$ cat src/rtl/brg_pkg.sv
package brg_pkg;

  // Default width of the rate code; the phase is one bit wider.
  localparam int unsigned DEF_CODE_W = 8;

endpackage

$ cat src/rtl/rate_code_expand.sv
module rate_code_expand #(
  parameter int unsigned CODE_W = brg_pkg::DEF_CODE_W,
  localparam int unsigned STEP_W = CODE_W + 1
) (
  input  logic [CODE_W-1:0] code_i,
  output logic [STEP_W-1:0] step_o
);

  // The all-ones code stands for a full 2^CODE_W step (half rate).
  function automatic logic [STEP_W-1:0] expand(input logic [CODE_W-1:0] c);
    if (&c) expand = STEP_W'(1) << CODE_W;
    else    expand = {1'b0, c};
  endfunction

  assign step_o = expand(code_i);

endmodule

$ cat src/rtl/phase_accum.sv
module phase_accum #(
  parameter int unsigned ACC_W = brg_pkg::DEF_CODE_W + 1
) (
  input  logic             clk,
  input  logic             rst_n,
  input  logic             run_i,
  input  logic [ACC_W-1:0] step_i,
  output logic [ACC_W-1:0] phase_o,
  output logic             carry_o,
  output logic             tick_o
);

  // Add modulo 2^ACC_W; the extra top bit is the wrap indication.
  function automatic logic [ACC_W:0] add_wrap(input logic [ACC_W-1:0] a,
                                              input logic [ACC_W-1:0] b);
    add_wrap = {1'b0, a} + {1'b0, b};
  endfunction

  logic [ACC_W:0]   sum_w;
  logic [ACC_W-1:0] phase_q;
  logic             tick_q;

  assign sum_w   = add_wrap(phase_q, step_i);
  assign carry_o = sum_w[ACC_W];

  always_ff @(posedge clk or negedge rst_n) begin
    if (!rst_n) begin
      phase_q <= '0;
      tick_q  <= 1'b0;
    end else if (!run_i) begin
      phase_q <= '0;
      tick_q  <= 1'b0;
    end else begin
      phase_q <= sum_w[ACC_W-1:0];
      tick_q  <= carry_o;
    end
  end

  assign phase_o = phase_q;
  assign tick_o  = tick_q;

endmodule

$ cat src/rtl/bitrate_en_gen.sv
module bitrate_en_gen #(
  parameter int unsigned CODE_W = brg_pkg::DEF_CODE_W
) (
  input  logic              clk,
  input  logic              rst_n,
  input  logic [CODE_W-1:0] rate_code,
  input  logic              run,
  output logic              bit_en
);

  localparam int unsigned ACC_W = CODE_W + 1;

  // Named internal events, visible to the bound checker.
  logic [ACC_W-1:0] eff_step_w;
  logic [ACC_W-1:0] phase_w;
  logic             carry_w;
  logic             tick_w;

  rate_code_expand #(.CODE_W(CODE_W)) u_expand (
    .code_i (rate_code),
    .step_o (eff_step_w)
  );

  phase_accum #(.ACC_W(ACC_W)) u_accum (
    .clk     (clk),
    .rst_n   (rst_n),
    .run_i   (run),
    .step_i  (eff_step_w),
    .phase_o (phase_w),
    .carry_o (carry_w),
    .tick_o  (tick_w)
  );

  assign bit_en = tick_w;

endmodule

$ cat config.mk
export PLATFORM = sky130hd
export DESIGN_NAME = bitrate_en_gen
export DESIGN_NICKNAME = d
export VERILOG_FILES = /design/src/rtl/brg_pkg.sv /design/src/rtl/rate_code_expand.sv /design/src/rtl/phase_accum.sv /design/src/rtl/bitrate_en_gen.sv
export SDC_FILE = /design/constraint.sdc
export NUM_CORES = 1
export LEC_CHECK = 0
export CAP_MARGIN = 20
export CORE_AREA = 2 2 50 52
export CTS_CLUSTER_SIZE = 12
export DETAILED_ROUTE_END_ITERATION = 10
export DIE_AREA = 0 0 52 54
export DONT_BUFFER_PORTS = 1
export GPL_TIMING_DRIVEN = 0
export HOLD_SLACK_MARGIN = 0.08
export PLACE_DENSITY = 0.57
export SETUP_SLACK_MARGIN = 0.05
export SYNTH_ARGS = -nofsm -noshare
export SYNTH_HDL_FRONTEND = slang
export SYNTH_SLANG_ARGS = --single-unit
export TNS_END_PERCENT = 5
$ cat constraint.sdc
create_clock -name clk -period 1.8 [get_ports clk]
set_input_delay 0.36 -clock clk [delete_from_list [all_inputs] [get_ports clk]]
set_output_delay 0.36 -clock clk [all_outputs]
set_load 0.01 [all_outputs]
# Word-level counts from Yosys, hierarchy flattened

Index checks and enable logic that the tools add are counted.

Memory bits (writable): 0
Register bits: 10
Latch bits: 0
Memories: 0
Input port bits: 11
Memory bits (read-only): 0
Output and inout port bits: 1

Equality and inequality tests: 0
Mux-type cells: 3
Bitwise logic cells: 0
Shifts and indexed selects: 0
Reduce and logical (&&, ||, !) cells: 1
Add/subtract/negate cells: 1
Div/mod/pow operators: 0
Order comparisons: 0
Multiply operators: 0

Operators by type and width:

| cell                                    | number |
|---|---|
| 9-bit two-way mux                       | 2 |
| 9-bit by 9-bit adder with 10-bit output | 1 |
| 8-bit AND reduction                     | 1 |
| 1-bit two-way mux                       | 1 |

# Longest topological paths before layout

Gate-level depths: netlist (run 1).

Depth after elaboration: 4
Mapped depth: 9
Mapped depth without buffers: 9

# By module

From an unflattened synthesis (run 1), not the netlist that was laid out.

Cells, all modules: 96
Area, all modules: 854.6 um2

Modules (own cells, without submodules):

| module           | area each (um2) | times used | cells an instance |
|---|---|---|---|
| phase_accum      | 725.7           | 1          | 83 |
| rate_code_expand | 128.9           | 1          | 13 |

# Least setup slack after synthesis (run 1)

Ideal clock, no wire load.

Path kind: input-to-reg
Start point: input rate_code[0]
End point: register u_accum.phase_q[8] (netlist: u_accum.phase_o[8])
Slack: -0.547 ns
Buffers on the path: 0
Required time: 1.721 ns
Arrival time: 2.267 ns
Cell stages on the path: 9
Cell sequence: nand4_1 nor2_1 and2b_1 ha_1 fa_1 a211oi_2 o21bai_2 o22ai_1 mux2i_1

Cells in the longest elaborated chain, start to end: 4

Ends and longest elaborated chain:

| what                                      | line                   | RTL |
|---|---|---|
| start, declared                           | bitrate_en_gen.sv:6    | `input logic [CODE_W-1:0] rate_code,` |
| 8-bit AND reduction                       | rate_code_expand.sv:11 | `if (&c) expand = STEP_W'(1) << CODE_W;` |
| 9-bit two-way mux *                       | rate_code_expand.sv:11 |  |
| 9-bit by 9-bit adder with 10-bit output * | phase_accum.sv:16      | `add_wrap = {1'b0, a} + {1'b0, b};` |
| 9-bit two-way mux *                       | phase_accum.sv:30      | `end else if (!run_i) begin` |
| end signal, assigned                      | phase_accum.sv:34      | `phase_q <= sum_w[ACC_W-1:0];` |
| end, declared                             | phase_accum.sv:20      | `logic [ACC_W-1:0] phase_q;` |

Every way passes the cells marked *; elsewhere a longest branch is shown, timed or not.

# Final worst setup path (run 1)

Same ends and word-level chain as after synthesis.

==> results of run 1 <==
sequential cells by signal (all words and copies together) (netlist names):
signal	count
u_accum.tick_o	1
u_accum.phase_o	9
kinds of logic (layout without fill, tap and decap cells):
family	after synthesis	after routing	share of synthesized area, %
AO/OA/AOI/OAI	18	18	15.8
XOR/XNOR	2	2	2.33
adder cells (fa/ha/maj)	10	10	17.7
buffers and inverters	2	10	1.17
flip-flops	10	10	33.3
multiplexers	3	3	4.00
AND/OR/NAND/NOR	34	34	25.7
cell type report:
class | instances | share of cell area (%)
repair buffers | 5 | 4.36
inverters | 1 | 0.409
well taps | 30 | 4.09
multi-input cells | 67 | 60.9
flip-flops and latches | 10 | 27.2
clock buffers | 3 | 2.45
plain buffers | 1 | 0.545
repair_timing:
item,CTS,global route
pin swaps,4,5
buffers inserted,3,1
gates resized for setup,9,4
setup endpoints to repair,7,7
endpoints found under the hold margin,10,0
hold buffers,1,0
metal layers:
layer | vias up | part of all wire, %
met5 | - | 0
met4 | 0 | 0
met3 | 0 | 2.9
met2 | 8 | 56
met1 | 289 | 41
li1 | 302 | -
power by group:
group	internal, mW	switching (mW)	total, mW
logic	0.236	0.265	0.501
clock network	0.0775	0.0831	0.161
registers	0.289	0.0287	0.318
total	0.602	0.377	0.980
worst min path at each step:
stage / from / to / slack (ns) / cells after the start
2_1_floorplan: rst_n / u_accum.phase_o[0] / 0.06 / 0
5_1_grt: run / u_accum.phase_o[8] / 0.23 / 2
4_1_cts: run / u_accum.phase_o[7] / 0.23 / 2
6_report: run / u_accum.phase_o[7] / 0.23 / 2
3_5_place_dp: rst_n / u_accum.phase_o[1] / 0.06 / 0
3_3_place_gp: rst_n / u_accum.phase_o[1] / 0.06 / 0
stage by stage:
stage	setup WS (ns)	cells	util, %	cell area, sq um	TNS, ns
3_3_place_gp	-0.640	109	34.4	798	-3.36
5_1_grt	-0.239	117	39.6	918	-0.678
4_1_cts	-0.251	116	38.4	891	-0.496
3_5_place_dp	-0.649	109	34.4	798	-3.48
2_1_floorplan	-0.358	79	-	761	-1.30
6_report	-0.168	117	39.6	918	-0.291
Yosys cell counts:
master	n	area (sq um)
a211oi_1	1	7.51
a211oi_2	1	12.5
a21boi_0	1	7.51
a21o_2	1	8.76
a21oi_1	6	30.0
a31oi_1	1	6.26
and2_1	4	25.0
and2b_1	4	30.0
and3_1	1	6.26
buf_2	1	5.00
dfrtp_1	10	250
fa_1	1	20.0
ha_1	9	113
inv_1	1	3.75
mux2i_1	3	30.0
nand2_1	7	26.3
nand2b_1	4	25.0
nand3_1	2	10.0
nand4_1	3	18.8
nor2_1	3	11.3
nor2b_1	5	31.3
nor4b_1	1	8.76
o21ai_0	4	20.0
o21bai_2	1	11.3
o22ai_1	1	6.26
o311ai_1	1	8.76
xor2_1	2	17.5
==> impl_results.md, run 1 <==
- Cell Chain, Critical Path: nand4_1 > nor2_4 > and2b_1 > ha_2 > fa_2 > a211oi_4 > o21bai_2 > o22ai_2 > mux2i_1
- Multi-input gate area: 559 sq um
- Nets: 110
- Mean Syn Cell Area: 9.50 sq um
- Port bufs: 0
- Met3 Use GR: 2.22%
- Area of the mapped netlist: 751 sq um
- Global route hottest layer: met2
- CTS tree: yes
- RR Endpoint: u_accum.phase_o[8]
- Global-route usage over all layers: 13.8%
- Seq. cell area: 250 sq um
- Residual DRC: 0
- Synth Instances: 79
- DP HPWL: 1210 um
- First-pass GRT wire length: 2710 um
- Crit-path leading delay family: adder cells
- Min-delay worst type: input port to flip-flop
- Critical path origin: rate_code[0]
- Fin crit share: 109%
- Worst Path Arrival: 2.17 ns
- Slew Viols, Final: 0
- Drt total wl: 1720 um
- Critical Path Source Type: input port
- Routed vias/inst: 5.12
- R2r worst-path depth: 6
- Crit Reg-Reg Startpoint: u_accum.phase_o[0]
- Slew @ Worst Pin: 0.515 ns
- FMAX: 508 MHz
- Most common cell after layout, fill and taps aside: dfrtp_1
- Initial Util: 32.4%
- Per-cell routed wire length: 14.7 um
- Worst-path fanout max: 3
- DRT Pass-1 Iters: 4
- Worst Setup EP: u_accum.phase_o[8]
- Final worst slack: -0.168 ns
- Cts bufs inserted: 3
- Reg clk slew, reported paths: 0.07 ns
- Final setup violation count: 3
- Slowest-stage cell, CP: fa_2
- Routability Congestion: 0.722
- Largest net degree at the start of global routing: 11
- Worst-case clock buffer depth: 2
- CP Capture Type: flip-flop
- YS warnings: 0
- Remaining global-route overflow: 0
- Worst hold slack: 0.232 ns
- LEAKAGE: 0.431 nW
- Reg2Reg Setup Slack: 0.07 ns
- Crit path kind: input port to flip-flop
- Fillcell total: 239
- Die Y: 54 um
- Core ar.: 2320 sq um
- Initial antenna violation count: 0
- Fin Clk Skew: 0.00445 ns
- CTS H-tree depth: 1
- Outcome: finished, violations left
- Layout cells sized above 1: 25.3%
- Crit. path cell count: 9
- Routed Antenna Nets: 0
- Die W: 52 um
- Met2 usage: 25.7%
- CP Buf/Inv Count: 0
- Post-synthesis sequential area ratio: 33.3%
- P&R area growth vs syn: 22.3%
- Clock Latency Late Sink: 0.27 ns
- Post-synth cell types: 27
- Final number of hold-violating endpoints: 0
- CTS Sinks: 10
- Power per cell area: 1070 nW/um^2
- Period minus WS final: 1.97 ns
- CTS Root Cell: clkbuf_4
- DR iter-0 viols: 5
- Die Area: 2810 sq um
- RSZ-0062 raised after global routing: yes
- Vias in the first global route: 603
- Violated checks: negative setup slack
- CP max stage delay: 0.40 ns
- Syn Nets: 100
- IO Pins: 12
- Rel. slew slack: 65.6%
- Via count: 599
- Grt met1 use: 14.6%
- Max Cap Viol: 0
- Worst EP required: 2.00 ns
- Commonest cells after routing, fill and taps aside: dfrtp_1 (10), ha_1 (7), nand2_1 (6)
- Total power: 980 uW
- Ant diodes: 0
- VDD IR max: 338 uV
- Row cnt: 18
- Register bit count reported by yosys: 10
Note: power is estimated with default switching activity, not from simulation.
==> run 2, diff against run 1 <==
CELL_PAD_IN_SITES_DETAIL_PLACEMENT = 1   (was default)
CELL_PAD_IN_SITES_GLOBAL_PLACEMENT = 1   (was default)
PLACE_DENSITY = 0.68   (was 0.57)
==> impl_results.md, run 2 (synthesis results as in run 1) <==
- Outcome: finished, violations left (unchanged)
- Violated checks: negative setup slack (unchanged)
- Global-route usage over all layers: 15.2% (was 13.8%)
- Crit path kind: input port to flip-flop (unchanged)
- Top Metal Used: met4 (was met3)
- Residual DRC: 0 (unchanged)
- Met1 wire length: 747 um (was 697 um)
- Max Cap Viol: 0 (unchanged)
- Hold_sp: run (unchanged)
- Routed length on met2: 898 um (was 968 um)
- Nets: 110 (unchanged)
- DR iter-0 viols: 3 (was 5)
- Slew Viols, Final: 0 (unchanged)
- Slew @ Worst Pin: 0.482 ns (was 0.515 ns)
- Hold path depth: 2 (unchanged)
- IO Pins: 12 (unchanged)
- Die W: 52 um (unchanged)
- Non-Filler Instances: 118 (was 117)
- Via count: 629 (was 599)
- FMAX: 527 MHz (was 508 MHz)
- Power per cell area: 1110 nW/um^2 (was 1070 nW/um^2)
- Clock Latency Late Sink: 0.28 ns (was 0.27 ns)
- LEAKAGE: 0.433 nW (was 0.431 nW)
- Die Y: 54 um (unchanged)
- Core Util, Final: 39.2% (was 39.6%)
- Final setup violation count: 3 (unchanged)
- Initial Util: 32.4% (unchanged)
- WHS Endpoint: u_accum.phase_o[7] (unchanged)
- Row cnt: 18 (unchanged)
- CTS H-tree depth: 1 (unchanged)
- Die Area: 2810 sq um (unchanged)
- RSZ-0062 raised after global routing: yes (unchanged)
- Worst-case clock buffer depth: 2 (unchanged)
- CP Buf/Inv Count: 0 (unchanged)
- Worst hold slack: 0.229 ns (was 0.232 ns)
- Total power: 1.00 mW (was 980 uW)
- Cts bufs inserted: 3 (unchanged)
- CTS Sinks: 10 (unchanged)
- Reg clk slew, reported paths: 0.08 ns (was 0.07 ns)
- Worst Path Arrival: 2.10 ns (was 2.17 ns)
- Period minus WS final: 1.90 ns (was 1.97 ns)
- Vias in the first global route: 655 (was 603)
- Cell Chain, Critical Path: nand4_1 > nor2_4 > and2b_1 > ha_2 > fa_2 > a211oi_2 > o21bai_2 > o22ai_2 > mux2i_1 (was nand4_1 > nor2_4 > and2b_1 > ha_2 > fa_2 > a211oi_4 > o21bai_2 > o22ai_2 > mux2i_1)
- Final number of hold-violating endpoints: 0 (unchanged)
- Layout cells sized above 1: 26.1% (was 25.3%)
- Fin crit share: 105% (was 109%)
- Fin Clk Skew: 0.00254 ns (was 0.00445 ns)
- DP HPWL: 1320 um (was 1210 um)
- Initial antenna violation count: 0 (unchanged)
- VDD IR max: 394 uV (was 338 uV)
- Ant diodes: 0 (unchanged)
- Min-delay worst type: input port to flip-flop (unchanged)
- Worst slack, placed: -0.615 ns (was -0.649 ns)
- Per-cell routed wire length: 14.6 um (was 14.7 um)
- Slowest-stage cell, CP: fa_2 (unchanged)
- Dpl cells: 109 (unchanged)
- CP Capture Type: flip-flop (unchanged)
- Final std cell area, no fill: 908 sq um (was 918 sq um)
- Port bufs: 0 (unchanged)
- Core ar.: 2320 sq um (unchanged)
- Routed met3 length: 20 um (was 50 um)
- Commonest cells after routing, fill and taps aside: dfrtp_1 (10), nand2_1 (7), ha_1 (7) (was dfrtp_1 (10), ha_1 (7), nand2_1 (6))
- DRT Pass-1 Iters: 2 (was 4)
- Routed vias/inst: 5.33 (was 5.12)
- Remaining global-route overflow: 0 (unchanged)
- Most common cell after layout, fill and taps aside: dfrtp_1 (unchanged)
- Critical Path Source Type: input port (unchanged)
- Routability Congestion: 0.747 (was 0.722)
- Crit Reg-Reg Startpoint: u_accum.phase_o[0] (unchanged)
- P&R area growth vs syn: 21.0% (was 22.3%)
- Reg2Reg Setup Slack: 0.10 ns (was 0.07 ns)
- Worst-path fanout max: 3 (unchanged)
- RR Endpoint: u_accum.phase_o[8] (unchanged)
- Rel. slew slack: 67.8% (was 65.6%)
- Setup tns final: -0.185 ns (was -0.291 ns)
- First-pass GRT wire length: 2980 um (was 2710 um)
- Drt total wl: 1720 um (about the same)
- CP max stage delay: 0.36 ns (was 0.40 ns)
- Routed Antenna Nets: 0 (unchanged)
- Largest net degree at the start of global routing: 11 (unchanged)
- Final worst slack: -0.0974 ns (was -0.168 ns)
- Worst EP required: 2.00 ns (about the same)
- CTS tree: yes (unchanged)
- R2r worst-path depth: 6 (unchanged)
- Max reg flops: 9 (unchanged)
- CTS Root Cell: clkbuf_4 (unchanged)
- Crit-path leading delay family: adder cells (unchanged)
- Area after DPL: 798 sq um (unchanged)
## run 2: power breakdown
part | total (mW) | internal, mW | switching [mW]
clock | 0.216 | 0.123 | 0.0931
combinational | 0.473 | 0.219 | 0.255
sequential | 0.314 | 0.289 | 0.0255
## run 2: layer usage
| metal | vias up | global-route usage, % |
|---|---|---|
| li1 | 304 | - |
| met3 | 5 | 1.67 |
| met2 | 6 | 25.3 |
| met5 | - | 0 |
| met1 | 314 | 17.9 |
| met4 | 0 | 11.8 |
## run 2: what timing repair did
action,4_1_cts,5_1_grt
buffers inserted,2,2
pin swaps,6,7
endpoints found under the hold margin,10,0
resized for setup,6,4
setup endpoints to repair,7,7
hold buffers,1,0
## run 2: final cells by class
class                   instances  area, sq um
repair buffers                  5         40.0
fillers                       274         1410
plain buffers                   1         5.00
flip-flops and latches         10          250
well taps                      30         37.5
inverters                       1         3.75
multi-input cells              67          536
clock buffers                   4         36.3
## run 2: how the worst max path moves through the flow
stage | from | end | cells after the start
6_report | rate_code[5] | u_accum.phase_o[8] | 9
3_3_place_gp | rate_code[6] | u_accum.phase_o[8] | 9
5_1_grt | rate_code[5] | u_accum.phase_o[8] | 9
2_1_floorplan | rate_code[6] | u_accum.phase_o[8] | 9
4_1_cts | rate_code[3] | u_accum.phase_o[8] | 9
3_5_place_dp | rate_code[6] | u_accum.phase_o[8] | 9
## run 2: worst reg2reg max path, delay by kind of cell, from the launching register on
family / cells / cell delay [ns]
adders and majority gates: 2 / 0.56
AOI/OAI and AO/OA: 3 / 0.50
DFF: 1 / 0.37
muxes: 1 / 0.19
